`config.mk`:
```
export PLATFORM = sky130hd
export DESIGN_NAME = pll_cfg_regs
export DESIGN_NICKNAME = d
export VERILOG_FILES = /design/src/rtl/pll_cfg_pkg.sv /design/src/rtl/pll_lock_sync.sv /design/src/rtl/pll_ref_divider.sv /design/src/rtl/pll_cfg_regs.sv
export SDC_FILE = /design/constraint.sdc
export NUM_CORES = 1
export LEC_CHECK = 0
export CAP_MARGIN = 10
export CELL_PAD_IN_SITES_DETAIL_PLACEMENT = 1
export CELL_PAD_IN_SITES_GLOBAL_PLACEMENT = 2
export CORE_MARGIN = 2
export CORE_UTILIZATION = 29
export DETAILED_ROUTE_END_ITERATION = 7
export PLACE_DENSITY = 0.73
export SLEW_MARGIN = 40
export SYNTH_ARGS = -nofsm -noshare
export SYNTH_HDL_FRONTEND = slang
export SYNTH_SLANG_ARGS = --single-unit
```
`constraint.sdc`:
```
create_clock -name clk -period 1.61 [get_ports clk]
set_clock_uncertainty 0.1 [all_clocks]
set_input_delay 0.322 -clock clk [delete_from_list [all_inputs] [get_ports clk]]
set_output_delay 0.322 -clock clk [all_outputs]
set_load 0.005 [all_outputs]
```
`src/rtl/pll_cfg_pkg.sv`:
```
package pll_cfg_pkg;
   localparam int ADDR_W      = 2;
   localparam int ADDR_CTRL   = 0;
   localparam int ADDR_RANGE  = 1;
   localparam int ADDR_REFDIV = 2;

   localparam int BIT_ON    = 0;
   localparam int BIT_SEL   = 1;
   localparam int BIT_AUTO  = 2;
   localparam int BIT_IE    = 3;
   localparam int BIT_FLAG  = 4;
   localparam int CTRL_BITS = 5;

   typedef struct packed {
      logic flag;
      logic ie;
      logic auto_bw;
      logic sel;
      logic on;
   } ctrl_t;
endpackage

```
`src/rtl/pll_lock_sync.sv`:
```
module pll_lock_sync #(
   parameter int STAGES = 2
) (
   input  logic clk,
   input  logic rst_n,
   input  logic async_in,
   output logic changed
);
   if (STAGES < 2) begin : g_bad_stages
      $error("pll_lock_sync: STAGES must be at least 2");
   end

   logic [STAGES-1:0] chain_q;
   logic              last_q;

   always_ff @(posedge clk or negedge rst_n) begin
      if (!rst_n) begin
         chain_q <= '0;
         last_q  <= 1'b0;
      end else begin
         chain_q <= {chain_q[STAGES-2:0], async_in};
         last_q  <= chain_q[STAGES-1];
      end
   end

   assign changed = chain_q[STAGES-1] ^ last_q;
endmodule

```
`src/rtl/pll_ref_divider.sv`:
```
module pll_ref_divider #(
   parameter int          CODE_W   = 4,
   parameter logic [CODE_W-1:0] RST_CODE = 1
) (
   input  logic              clk,
   input  logic              rst_n,
   input  logic [CODE_W-1:0] code,
   input  logic              ref_tick,
   output logic              div_tick
);
   logic [CODE_W-1:0] cnt_q;
   logic [CODE_W-1:0] code_q;
   logic [CODE_W-1:0] last_cnt;
   logic              tick_q;

   if (CODE_W < 1) begin : g_bad_width
      $error("pll_ref_divider: CODE_W must be positive");
   end

   always_comb begin
      if (code == '0) last_cnt = '0;
      else            last_cnt = code - 1'b1;
   end

   always_ff @(posedge clk or negedge rst_n) begin
      if (!rst_n) begin
         cnt_q  <= '0;
         code_q <= RST_CODE;
         tick_q <= 1'b0;
      end else begin
         code_q <= code;
         if (code != code_q) begin
            cnt_q  <= '0;
            tick_q <= 1'b0;
         end else if (ref_tick) begin
            if (cnt_q == last_cnt) begin
               cnt_q  <= '0;
               tick_q <= 1'b1;
            end else begin
               cnt_q  <= cnt_q + 1'b1;
               tick_q <= 1'b0;
            end
         end else begin
            tick_q <= 1'b0;
         end
      end
   end

   assign div_tick = tick_q;

   AST_CNT_BOUND: assert property (@(posedge clk) disable iff (!rst_n)
      (code == code_q) |-> (cnt_q <= last_cnt));
endmodule

```
`src/rtl/pll_cfg_regs.sv`:
```
module pll_cfg_regs
   import pll_cfg_pkg::*;
#(
   parameter int             DW          = 8,
   parameter int             RDS_W       = 4,
   parameter int             SYNC_STAGES = 2,
   parameter logic [DW-1:0]  RANGE_RST   = 8'h40,
   parameter logic [RDS_W-1:0] RDS_RST   = 1
) (
   input  logic              clk,
   input  logic              rst_n,
   input  logic              wr_en,
   input  logic [ADDR_W-1:0] addr,
   input  logic [DW-1:0]     wdata,
   output logic [DW-1:0]     rdata,
   input  logic              lock_in,
   input  logic              ref_tick,
   output logic              pll_on,
   output logic              base_sel,
   output logic [DW-1:0]     vco_mult,
   output logic              ref_div_tick,
   output logic              irq_req
);
   if (RDS_W < 1 || RDS_W > DW) begin : g_bad_rds
      $error("pll_cfg_regs: RDS_W must lie in 1..DW");
   end
   if (DW < CTRL_BITS) begin : g_bad_dw
      $error("pll_cfg_regs: DW too narrow for the control bits");
   end

   ctrl_t              ctrl_q;
   logic [DW-1:0]      range_q;
   logic [RDS_W-1:0]   rds_q;
   logic               lock_chg;
   logic               flag_set;
   logic               wr_ctrl, wr_range, wr_rds;

   assign wr_ctrl  = wr_en && (addr == ADDR_W'(ADDR_CTRL));
   assign wr_range = wr_en && (addr == ADDR_W'(ADDR_RANGE));
   assign wr_rds   = wr_en && (addr == ADDR_W'(ADDR_REFDIV));
   assign flag_set = ctrl_q.auto_bw && lock_chg;

   pll_lock_sync #(.STAGES(SYNC_STAGES)) i_lock_sync (
      .clk      (clk),
      .rst_n    (rst_n),
      .async_in (lock_in),
      .changed  (lock_chg)
   );

   always_ff @(posedge clk or negedge rst_n) begin
      if (!rst_n) begin
         ctrl_q  <= '0;
         range_q <= RANGE_RST;
         rds_q   <= RDS_RST;
      end else begin
         if (wr_ctrl) begin
            ctrl_q.on      <= wdata[BIT_ON];
            ctrl_q.sel     <= wdata[BIT_ON] && wdata[BIT_SEL] && (range_q != '0);
            ctrl_q.auto_bw <= wdata[BIT_AUTO];
            ctrl_q.ie      <= wdata[BIT_IE];
         end
         if (flag_set)
            ctrl_q.flag <= 1'b1;
         else if (wr_ctrl && wdata[BIT_FLAG])
            ctrl_q.flag <= 1'b0;
         if (wr_range && !ctrl_q.on)
            range_q <= wdata;
         if (wr_rds && !ctrl_q.on)
            rds_q <= wdata[RDS_W-1:0];
      end
   end

   always_comb begin
      rdata = '0;
      case (addr)
         ADDR_W'(ADDR_CTRL):   rdata[CTRL_BITS-1:0] = ctrl_q;
         ADDR_W'(ADDR_RANGE):  rdata = range_q;
         ADDR_W'(ADDR_REFDIV): rdata[RDS_W-1:0] = rds_q;
         default:              rdata = '0;
      endcase
   end

   pll_ref_divider #(.CODE_W(RDS_W), .RST_CODE(RDS_RST)) i_ref_div (
      .clk      (clk),
      .rst_n    (rst_n),
      .code     (rds_q),
      .ref_tick (ref_tick),
      .div_tick (ref_div_tick)
   );

   assign pll_on   = ctrl_q.on;
   assign base_sel = ctrl_q.sel;
   assign vco_mult = range_q;
   assign irq_req  = ctrl_q.flag && ctrl_q.ie;

   AST_RDS_LOCKED: assert property (@(posedge clk) disable iff (!rst_n)
      (ctrl_q.on && wr_rds) |=> $stable(rds_q));
   AST_RANGE_LOCKED: assert property (@(posedge clk) disable iff (!rst_n)
      (ctrl_q.on && wr_range) |=> $stable(range_q));
   AST_SEL_NEEDS_ON: assert property (@(posedge clk) disable iff (!rst_n)
      !pll_on |-> !base_sel);
   AST_SEL_NEEDS_RANGE: assert property (@(posedge clk) disable iff (!rst_n)
      base_sel |-> (vco_mult != '0));
   AST_FLAG_ON_CHANGE: assert property (@(posedge clk) disable iff (!rst_n)
      (ctrl_q.auto_bw && lock_chg) |=> ctrl_q.flag);
   AST_FLAG_HOLDS: assert property (@(posedge clk) disable iff (!rst_n)
      (ctrl_q.flag && !(wr_ctrl && wdata[BIT_FLAG])) |=> ctrl_q.flag);
endmodule

```
==> impl_metrics.prom <==
# TYPE chip_impl_metric gauge
chip_impl_metric{name="timing_hold_violations_final",unit=""} 0
chip_impl_metric{name="worst_hold_stages",unit=""} 0
chip_impl_metric{name="finalMaxSlewViolations",unit=""} 0
chip_impl_metric{name="internal_cell_power",unit="µW"} 2080
chip_impl_metric{name="cts-htree-levels",unit=""} 2
chip_impl_info{name="hp-class",value="reg -> reg"} 1
chip_impl_metric{name="grt_overflow_total",unit=""} 0
chip_impl_info{name="cp-end-kind",value="flip-flop"} 1
chip_impl_metric{name="syn-instance-count",unit=""} 126
chip_impl_metric{name="dieWidth",unit="µm"} 76.1
chip_impl_metric{name="routabilityCongestion",unit=""} 0.703
chip_impl_metric{name="design.portCount",unit=""} 35
chip_impl_metric{name="power.share.switching",unit="%"} 31.4
chip_impl_info{name="final_common_cell",value="sky130_fd_sc_hd__buf_4"} 1
chip_impl_metric{name="synth-seq-area-share",unit="%"} 48.3
chip_impl_metric{name="synth-warning-count",unit=""} 0
chip_impl_metric{name="detailedRoute.firstIterationViolations",unit=""} 29
chip_impl_metric{name="grt_pass1_vias",unit=""} 1562
chip_impl_info{name="critical_path.reg2reg.endpoint",value="i_ref_div.cnt_q[2]$_DFFE_PN0P_"} 1
chip_impl_metric{name="power.share.combinational",unit="%"} 45.6
chip_impl_info{name="critical_path.reg2reg.startpoint",value="rds_q[0]$_DFFE_PN1P_"} 1
chip_impl_metric{name="worst-r2r-cell-count",unit=""} 6
chip_impl_metric{name="worst_setup_hold_path_clk_slew",unit="ns"} 0.07
chip_impl_info{name="critical_path_class",value="reg -> reg"} 1
chip_impl_metric{name="powerDensity",unit="nW/µm²"} 1280
chip_impl_metric{name="cellLeakagePower",unit="µW"} 0.00110
chip_impl_metric{name="postSynthAreaPerCell",unit="µm²"} 12.0
chip_impl_metric{name="finalSetupViolCount",unit=""} 6
chip_impl_info{name="min_delay_worst_endpoint",value="i_lock_sync.chain_q[1]$_DFF_PN0_"} 1
chip_impl_metric{name="postRouteWirelength",unit="µm"} 4540
chip_impl_metric{name="detailedRoute.firstPassIterationCount",unit=""} 2
chip_impl_metric{name="critical_path_buf_inv_count",unit=""} 1
chip_impl_metric{name="ys_seq_elements",unit=""} 29
chip_impl_metric{name="fmax",unit="GHz"} 0.583
chip_impl_info{name="setup_repair_after_global_routing_missed_its_margin",value="yes"} 1
chip_impl_metric{name="yosysUniqueCellTypes",unit=""} 43
chip_impl_info{name="worst_setup_path_start_kind",value="flip-flop"} 1
chip_impl_metric{name="grt_start_max_net_pins",unit=""} 30
chip_impl_metric{name="post_synth_instance_area",unit="µm²"} 1510
chip_impl_metric{name="tightestPinTransition",unit="ns"} 0.349
chip_impl_metric{name="clock_power_share",unit="%"} 20.2
chip_impl_info{name="crit_family",value="flip-flops"} 1
chip_impl_metric{name="cp.required",unit="ns"} 1.68
chip_impl_metric{name="clock_path_buffers",unit=""} 2
chip_impl_metric{name="starting_density_of_the_core",unit="%"} 29.7
chip_impl_metric{name="worst_skew_pair.late_latency",unit="ns"} 0.28
chip_impl_metric{name="max_cap_violations",unit=""} 0
chip_impl_metric{name="tritoncts.num_buffers",unit=""} 5
chip_impl_metric{name="cp_slowest_stage_delay",unit="ns"} 0.56
chip_impl_metric{name="route.detailed.wl_per_inst",unit="µm"} 16.6
chip_impl_metric{name="finalWorstPathRequiredPeriod",unit="ns"} 1.72
chip_impl_metric{name="drtAntennaViolNets",unit=""} 0
chip_impl_metric{name="slew-limit-headroom",unit="%"} 76.5
chip_impl_metric{name="post_route_drc",unit=""} 0
chip_impl_info{name="tritoncts_clock_tree",value="done"} 1
chip_impl_metric{name="final_net_count",unit=""} 218
chip_impl_info{name="dominantRegCellSynth",value="sky130_fd_sc_hd__dfrtp_1"} 1
chip_impl_info{name="violations",value="negative setup slack"} 1
chip_impl_metric{name="die_y",unit="µm"} 76.1
chip_impl_info{name="start_point_of_the_worst_min_delay_path",value="i_lock_sync.chain_q[0]$_DFF_PN0_"} 1
chip_impl_metric{name="power.sequential.fraction",unit="%"} 34.3
chip_impl_metric{name="track_usage",unit="%"} 16.8
chip_impl_info{name="critical-path-slowest-cell",value="sky130_fd_sc_hd__dfstp_2"} 1
chip_impl_metric{name="ir_worst_vdd",unit="mV"} 0.543
chip_impl_metric{name="placeableCoreArea",unit="µm²"} 5070
chip_impl_metric{name="growth_of_design_area_from_synthesis_to_finish",unit="%"} 57.3
chip_impl_metric{name="placed_cells_incl_taps",unit=""} 241
chip_impl_metric{name="rows",unit=""} 26
chip_impl_metric{name="worst_setup_slack_final",unit="ns"} -0.106
chip_impl_metric{name="grt_antenna_before_repair",unit=""} 0
chip_impl_metric{name="hpwl",unit="µm"} 2920
chip_impl_metric{name="route.detailed.vias_per_inst",unit=""} 4.69
chip_impl_metric{name="portBuffers",unit=""} 34
chip_impl_metric{name="setup.reg_to_reg.worst_slack",unit="ns"} -0.11
chip_impl_metric{name="die-area",unit="µm²"} 5800
chip_impl_info{name="result_of_the_run",value="complete, but fails checks"} 1
chip_impl_metric{name="grt_pass1_wl",unit="µm"} 7670
chip_impl_metric{name="final_min_period_over_clock_period",unit="%"} 107
chip_impl_metric{name="synthesis.nets",unit=""} 142
chip_impl_info{name="path_cells",value="buf_12 > nand3b_1 > nand3_2 > a22oi_4 > nor2_2 > a2111oi_2"} 1
chip_impl_metric{name="share_of_post_route_cells_with_drive_strength_above_1",unit="%"} 44.3
chip_impl_metric{name="worst_slack_on_hold_paths",unit="ns"} 0.255
chip_impl_metric{name="power.switching",unit="µW"} 951
chip_impl_info{name="clock_tree.root_cell",value="sky130_fd_sc_hd__clkbuf_8"} 1
chip_impl_metric{name="synth_edf_count",unit=""} 0
chip_impl_metric{name="report.power.total",unit="µW"} 3030
chip_impl_metric{name="clock_sink_count",unit=""} 29
chip_impl_metric{name="antenna_cells",unit=""} 0
chip_impl_metric{name="worst-path-max-fanout",unit=""} 5
chip_impl_metric{name="ys_async_sr_fraction",unit="%"} 100
chip_impl_metric{name="arrival",unit="ns"} 1.79
chip_impl_info{name="mostFrequentLayoutCells",value="sky130_fd_sc_hd__buf_4 (30), sky130_fd_sc_hd__dfrtp_1 (26), sky130_fd_sc_hd__clkdlybuf4s50_1 (15)"} 1
chip_impl_metric{name="dr_total_vias",unit=""} 1280
chip_impl_metric{name="final_cells",unit=""} 273
[logic make-up after synthesis]
kind of cell               after synthesis  share of synthesized area (%)
xor gates and xnor gates                 8                           4.64
DFF                                     29                           48.3
adders and majority gates                1                          0.829
AOI/OAI and AO/OA                       20                           10.4
buffers and inverters                    9                           3.98
and+or+nand+nor                         39                           17.3
muxes                                   20                           14.4
[worst register-to-register path: cells and delay by family (launching register included)]
kind | cells | cell delay (ns)
flops | 1 | 0.56
compound gates | 2 | 0.55
buf+inv | 1 | 0.12
simple gates | 3 | 0.29
[worst max path at each step]
stage	startpoint	endpoint	slack (ns)	cells after the start
after CTS	rds_q[0]$_DFFE_PN1P_	rdata[0]	-0.11	4
final	rds_q[0]$_DFFE_PN1P_	i_ref_div.cnt_q[2]$_DFFE_PN0P_	-0.11	6
after global placement	addr[1]	rdata[3]	-0.55	6
after floorplan	rds_q[3]$_DFFE_PN0P_	i_ref_div.cnt_q[1]$_DFFE_PN0P_	-0.05	6
after global routing	rds_q[0]$_DFFE_PN1P_	i_ref_div.cnt_q[2]$_DFFE_PN0P_	-0.17	6
after detailed placement	addr[1]	rdata[0]	-0.58	6
[what timing repair did]
item | 4_1_cts | 5_1_grt
gates cloned | 1 | 0
buffers inserted | 23 | 1
hold buffers | 0 | 0
endpoints found under the setup margin | 31 | 22
pin swaps | 8 | 2
resized for setup | 55 | 12
hold endpoints to repair | 0 | 0
[power groups by stage]
stage               Combinational [µW]  Sequential (µW)  Clock (µW)
global route                      1490             1060         668
CTS                               1380             1030         639
global placement                  1050             1070           0
floorplan                          582             1040           0
finish                            1380             1040         611
detailed placement                1080             1070           0
[state kept, by name (all words and copies together) (netlist names)]
register and count:
i_ref_div.div_tick 1, i_ref_div.cnt_q 4, rds_q 4, base_sel 1
i_ref_div.code_q 4, i_lock_sync.chain_q 2, i_lock_sync.last_q 1, ctrl_q 3
pll_on 1, vco_mult 8
[routing by layer]
layer | GRT usage [%] | wire length (µm) | up-vias
met5 | 0 | 0 | -
met4 | 5.09 | 62 | 0
met3 | 4.62 | 223 | 7
met2 | 31.8 | 2420 | 37
met1 | 18.0 | 1840 | 633
li1 | - | - | 603
[cells in the mapped netlist (all sizes together) (2+ instances only)]
library cell	n	area [µm²]
and2	5	31.3
nand3b	2	15.0
xnor2	5	43.8
inv	2	7.51
mux2i	6	60.1
nand3	2	10.0
a22oi	2	42.5
nor2b	2	15.0
nor3b	2	20.0
nand2b	3	18.8
clkbuf	2	8.75
o21ai	8	40.0
nand4	2	12.5
dfstp	3	78.8
nand2	8	30.0
xor2	3	26.3
nor2	2	10.0
a21oi	5	25.0
mux2	14	158
dfrtp	26	651
o211ai	2	20.0
nor4	2	12.5
buf	5	43.8
[cell type report]
| type | instances | area, µm² |
|---|---|---|
| Clock buffer | 8 | 90.1 |
| Fill cell | 586 | 2700 |
| Inverter | 2 | 7.51 |
| Multi-Input combinational cell | 88 | 762 |
| Sequential cell | 29 | 729 |
| Tap cell | 70 | 87.6 |
| Timing Repair Buffer | 76 | 697 |
[through the flow]
step	setup WS, ns	util, %	TNS (ns)	cell area [µm²]
after global placement	-0.550	40.6	-9.23	2060
after global routing	-0.171	46.8	-0.903	2370
after floorplan	-0.0498	-	-0.0963	1520
final	-0.106	46.8	-0.372	2370
after CTS	-0.111	46.7	-0.535	2370
after detailed placement	-0.580	40.6	-10.04	2060
(Power assumes the default switching activity.)
